`config.mk`:
```
export PLATFORM = sky130hd
export DESIGN_NAME = cfg_loader
export DESIGN_NICKNAME = d
export VERILOG_FILES = /design/src/rtl/cfg_loader.sv
export SDC_FILE = /design/constraint.sdc
export NUM_CORES = 1
export LEC_CHECK = 0
export CORE_MARGIN = 2
export CORE_UTILIZATION = 48
export DETAILED_ROUTE_END_ITERATION = 8
export HOLD_SLACK_MARGIN = 0.15
export PLACE_DENSITY = 0.76
export RECOVER_POWER = 100
export SLEW_MARGIN = 20
export SYNTH_ARGS = -nofsm -noshare
export SYNTH_HDL_FRONTEND = slang
export SYNTH_SLANG_ARGS = --single-unit
```
`constraint.sdc`:
```
create_clock -name clk -period 1.5 [get_ports clk]
set_input_delay 0.3 -clock clk [delete_from_list [all_inputs] [get_ports clk]]
set_output_delay 0.3 -clock clk [all_outputs]
set_load 0.005 [all_outputs]
```
`src/rtl/cfg_loader.sv`:
```
module cfg_loader #(
  parameter int M_W   = 9,
  parameter int N_W   = 3,
  parameter int M_RST = 250,
  parameter int N_RST = 0
) (
  input  logic           clk,
  input  logic           rst_n,
  input  logic           mr,
  input  logic           pload_n,
  input  logic [M_W-1:0] par_m,
  input  logic [N_W-1:0] par_n,
  input  logic           ser_clk,
  input  logic           ser_data,
  input  logic           ser_load,
  input  logic           fb_div_in,
  input  logic           out_clk_in,
  output logic [M_W-1:0] m_val,
  output logic [N_W-1:0] n_code,
  output logic           test_out
);
  localparam int T_W  = 2;
  localparam int SR_W = T_W + N_W + M_W;

  logic            pload_q, sclk_q, sload_q, ser_mode;
  logic [SR_W-1:0] sr, sr_nx;
  logic [T_W-1:0]  t_sel;

  wire sclk_rise  = ser_clk & ~sclk_q;
  wire sload_rise = ser_load & ~sload_q;
  wire shift_en   = pload_n & sclk_rise;
  wire ser_take   = pload_n & ser_load & (sload_rise | sclk_rise);
  wire par_take   = ~pload_n | ~pload_q;

  assign sr_nx = shift_en ? {sr[SR_W-2:0], ser_data} : sr;

  always_ff @(posedge clk or negedge rst_n) begin
    if (!rst_n) begin
      pload_q  <= 1'b1;
      sclk_q   <= 1'b0;
      sload_q  <= 1'b0;
      sr       <= '0;
      m_val    <= M_W'(M_RST);
      n_code   <= N_W'(N_RST);
      t_sel    <= '0;
      ser_mode <= 1'b0;
    end else begin
      pload_q <= pload_n;
      sclk_q  <= ser_clk;
      sload_q <= ser_load;
      sr      <= sr_nx;
      if (ser_take) begin
        {t_sel, n_code, m_val} <= sr_nx;
        ser_mode               <= 1'b1;
      end else if (par_take) begin
        m_val    <= par_m;
        n_code   <= par_n;
        ser_mode <= 1'b0;
      end
    end
  end

  logic mux_out;
  always_comb begin
    case (t_sel)
      2'b00:   mux_out = 1'b0;
      2'b01:   mux_out = sr[SR_W-1];
      2'b10:   mux_out = fb_div_in & ~mr;
      default: mux_out = out_clk_in & ~mr;
    endcase
  end

  assign test_out = ser_mode & mux_out;
endmodule


```
* Word level (Yosys, flattened, before mapping)
Cells that the tools add are included.
Operators by class: equality and inequality tests 2, muxes and demuxes 8, bitwise operators 15, reductions and logical operators 2
Operator list (count):
- $mux W9 | 2
- $mux W14 | 1
- $and A1 B1 Y1 | 8
- $mux W3 | 2
- $not A1 Y1 | 5
- $pmux W1 S3 | 1
- $eq A2 B1 Y1 const B | 1
- $eq A2 B2 Y1 const B | 1
- $logic_not A2 Y1 | 1
- $mux W1 | 2
- $or A1 B1 Y1 | 2
- $reduce_bool A2 Y1 | 1
Word-level totals: register bits after elaboration 32, logic and storage cells 35

* Longest topological paths before layout
word-level depth 5, depth in mapped cells 6, mapped depth without buffers 4

* Least setup slack after synthesis
No wires, ideal clock.
path type register to register, start register sclk_q, end register t_sel[0], setup time 0.125 ns, data arrival time 1.217 ns, required time 1.375 ns, path slack 0.158 ns, cell stages (with the launch flop) 5, path buffers 1, cell sequence dfrtp_1 > nand3b_4 > buf_6 > mux2_4 > mux2_4
Between the ends: word-level cells in the longest chain between the ends 4, elaborated cells on any way between the ends 6, those cells by class mux: 1; bitwise: 5
Ends and longest elaborated chain:
- from (decl) | line 25 | logic pload_q, sclk_q, sload_q, ser_mode;
- from (signal assigned) | line 49 | sclk_q <= ser_clk;
- $not A1 Y1 | line 29 | wire sclk_rise = ser_clk & ~sclk_q;
- $and A1 B1 Y1 | line 29
- $and A1 B1 Y1 | line 31 | wire shift_en = pload_n & sclk_rise;
- $mux W14 | line 35 | assign sr_nx = shift_en ? {sr[SR_W-2:0], ser_data} : sr;
- net sr_nx[12] | line 26 | logic [SR_W-1:0] sr, sr_nx;
- to (signal assigned) | line 53 | {t_sel, n_code, m_val} <= sr_nx;
- to (decl) | line 27 | logic [T_W-1:0] t_sel;
The timed path passes the listed nets, and every way through them passes these cells. A chain may end at the register's enable or synchronous reset.

* Final worst setup path
start register t_sel[0], end output test_out
Between the ends: word-level cells in the longest chain between the ends 3, elaborated cells on any way between the ends 5, those cells by class eq/ne: 2; mux: 1; bitwise: 1; reduce/logical: 1
Ends and longest elaborated chain:
- $eq A2 B2 Y1, or another cell as far along | line 65 | case (t_sel)
- $pmux W1 S3 (*) | line 65
- $and A1 B1 Y1 (*) | line 73 | assign test_out = ser_mode & mux_out;
- to (decl) | line 20 | output logic test_out
Every way passes the cells marked *; elsewhere a longest branch is shown, timed or not.

==> results summary <==
The flow ran to the end, but the final reports show violations. The checks that failed: setup timing. OpenSTA, run right after detailed placement, puts the worst setup slack at -0.523 ns.

The net switching fraction of the power is 26.6%. The top-area cell type share of the netlist area came out at 44.9%. The power density over the cells is about 1100 mW/mm^2.

The maximum buffer depth of the clock tree came out at 2. The sequential element share of the synthesized area came out at 58.1%. The net count after synthesis is 125. Counting flops with an async set or reset pin after synthesis yields a share of 100%. The worst-case vdd ir drop came out at about 0.00094 V. The chip height came out at 57.9 um.

Cells with a size suffix above 1 make up 25.8% of the layout. The sum of routed wire length over all layers is approximately 2900 um. After technology mapping, the gate count stands at roughly 100. The most used flip-flop cell after synthesis is sky130_fd_sc_hd__dfrtp_1. The starting DRC count in detailed routing came out at 29. The slew at the pin closest to its max-slew limit is 0.771 ns. The final count of negative-setup-slack endpoints came out at 2. The detailed placement HPWL is between 2000 and 2500 um. The root buffer selected by CTS is sky130_fd_sc_hd__clkbuf_4. The total area inside the core boundary comes to ~0.0028 mm^2. The cell total after placement is 173.

Summing the areas of all and, or, nand and nor instances in the mapped netlist gives under 10% of the synthesized area. The count of inserted antenna diode cells is 0. The number of slew-limit violations in the final report is 0. The sum of overflow across all layers after global routing came out at 0. Of the total synthesized cell area, the portion taken by XOR and XNOR cells is 0%. The number of standard cells in the final layout excluding fillers is 186.

The count of state elements after synthesis is 32. The initial utilization of the core area, before any placement, comes to 50.5%. After floorplanning, the core was divided into 19 placement rows. The complex-gate fraction of the synthesized area is roughly 7.2%. The tightest min-delay check is of the in -> reg type. The clock network is responsible for a little under a quarter of the overall power. Routability-driven placement finished with a final weighted congestion of about 0.7. The top cell types in the final layout, fill and taps aside, are 25 x sky130_fd_sc_hd__dfrtp_1, 16 x sky130_fd_sc_hd__clkdlybuf4s50_1, 13 x sky130_fd_sc_hd__buf_4. The layout overhead on the synthesized area is 32.6%.

For the worst setup path, the data arrival time is 1.25 ns. In this design, the stage delay of the slowest critical-path cell is 0.39 ns. The number of hold-slack violations in the final timing report came out at 0. The post-synth design cell area is between 0.001 and 0.0015 mm^2. The worst slew margin relative to its limit came out at roughly 49%. The part of the total power dissipated in combinational logic is 20.6%. After detailed routing, the average wire length per cell comes to 15.8 um. The clock latency at the later pin of the worst-skew pair came out at 0.32 ns. The number of warnings reported in the yosys synthesis log is 0. Traced cell by cell, the critical path runs through nor2b_1 > o21a_1 > nor3_2 > buf_2.

The detailed-route DRC error count is 0. The die span in x is 57.9 um. The internal power component is 1.46 mW. The overall via count from detail_route is 1016. After synthesis, the netlist uses 26 different library cells. The start-to-end type of the worst setup path is reg -> out.

The sort of element at the start of the critical path is a flop. The clock-pin slew on the worst setup and hold paths is 0.09 ns. The number of H-tree branching levels came out at 2. In this run the tool buffered the top-level ports with 33 buffer cells. The largest individual stage delay along the critical path comes from the cell sky130_fd_sc_hd__dfrtp_1. The post-route clock skew came out at 0.00281 ns. The area share of fa/ha/maj cells after synthesis is 0%. The detailed-route vias per instance came out at 5.46.

For this design the total switching power over the nets is 0.530 mW. The max-capacitance violation count is 0. Of the post-synthesis cell area, the part taken by muxes is 22.6%. Sorting the synthesized cells by area gives the leading types as sky130_fd_sc_hd__dfrtp_1 45%, sky130_fd_sc_hd__dfstp_2 13%, sky130_fd_sc_hd__mux2_2 8.9%, sky130_fd_sc_hd__mux2i_1 8.6%, sky130_fd_sc_hd__mux2_4 4.3%.

STA classifies the critical path endpoint as a primary output. The total negative slack came out at -0.0505 ns. Setup repair after global routing could not meet its margin everywhere. The maximum clock frequency is 0.645 GHz. Subtracting the final worst setup slack from the clock period gives 1.55 ns. Global routing used 18.1% of the available tracks across all layers. The part of the power in registers came out at 56.3%. The clock tree from TritonCTS is yes. The dominant cell type by area after synthesis is sky130_fd_sc_hd__dfrtp_1.

The count of nets left with antenna violations once routing finished came out at 0. The number of enable flip-flop cells after synthesis is 0. The top-level port count is 34. The required time of the critical path came out at 1.20 ns.

The analysis attributes to cell leakage a power of between 0.8 and 0.9 nW. The average instance area after synthesis is between 10 and 15 um^2. The die covers 0.00335 mm^2.

The first detailed-routing pass ran for 4 iterations. The number of antenna violations at the first check in global routing is 0. The power consumption is 1.99 mW.

Entering global routing, the biggest net connects 33 pins. The TritonCTS buffer count came out at 5. The final period utilization is 103%. The clock net sink count came out at 32. The highest fanout seen on the critical path came out at 2.

For this run, the post-layout net count is 175. The main combinational cell family by area after synthesis is multiplexers. In the post-route analysis, the smallest setup slack over all paths is -0.0495 ns. Leaving out fill and tap cells, the most frequent cell in the layout is sky130_fd_sc_hd__dfrtp_1. The number of global-route vias before repair came out at 1006. The global-route wire length before repair came out at 4490 um.
per-stage QoR:
step	utilization [%]	hold WS (ns)	cell area, um^2
finish	67.0	0.219	1850
global route	67.0	0.199	1850
CTS	67.3	0.323	1860
detailed placement	65.7	0.463	1810
global placement	65.7	0.462	1810
floorplan	-	0.00441	1390
per-layer routing:
| metal | GRT usage, % | routed length, um |
|---|---|---|
| met5 | 0 | 0 |
| met4 | 6.98 | 26 |
| met3 | 4.91 | 177 |
| met2 | 29.9 | 1450 |
| met1 | 22.8 | 1290 |
synth_stat cells (2+ instances only):
master,number
sky130_fd_sc_hd__clkbuf_1,2
sky130_fd_sc_hd__buf_6,2
sky130_fd_sc_hd__mux2_2,11
sky130_fd_sc_hd__dfstp_2,7
sky130_fd_sc_hd__o21ai_0,9
sky130_fd_sc_hd__nand2_1,2
sky130_fd_sc_hd__mux2i_1,12
sky130_fd_sc_hd__nand3_1,10
sky130_fd_sc_hd__dfrtp_1,25
sky130_fd_sc_hd__mux2_4,4
sky130_fd_sc_hd__o21ai_1,5
flip-flops by register name, summed over array words and instances, names as in the netlist:
name / flops
sload_q: 1
m_val: 9
n_code: 3
ser_mode: 1
sclk_q: 1
pload_q: 1
sr: 14
t_sel: 2
kinds of logic after synthesis:
logic type      count (synthesis)
flops                          32
simple gates                   18
mux                            28
compound gates                 18
buf+inv                         8
timing repair:
action	in CTS	in global routing
gates resized for setup	15	7
pin swaps	1	1
cloned	0	1
hold buffers	0	0
buffers inserted	1	3
endpoints found under the setup margin	10	11
critical path: cells and delay by family (launching register included):
family,cells,cell delay (ns)
DFF,1,0.39
AOI/OAI and AO/OA,1,0.17
and+or+nand+nor,2,0.23
buffers and inverters,1,0.14
power groups by stage:
stage	Clock (mW)	Combinational, mW	Sequential (mW)
after global placement	0	0.434	1.13
after global routing	0.518	0.449	1.14
after CTS	0.475	0.430	1.12
final	0.461	0.410	1.12
after detailed placement	0	0.446	1.14
after floorplan	0	0.223	1.12
final cells by class:
| type | count | area, um^2 |
|---|---|---|
| multi-input cells | 65 | 531 |
| well taps | 31 | 38.8 |
| clock buffers | 8 | 48.8 |
| flip-flops and latches | 32 | 810 |
| inverters | 1 | 3.75 |
| fillers | 225 | 910 |
| repair buffers | 49 | 417 |
final timing paths:
path	startpoint	end	slack, ns	cells after the start
worst max-delay path	t_sel[0]	test_out	-0.05	4
worst min-delay path	ser_clk	sclk_q	0.22	1
worst max register to register	sclk_q	m_val[6]	0	4
worst min register to register	ser_mode	ser_mode	0.48	1
max in group asynchronous	rst_n	sr[2]	0.44	2
min in group asynchronous	rst_n	sr[13]	0.57	2
Note: power is estimated with default switching activity, not from simulation.
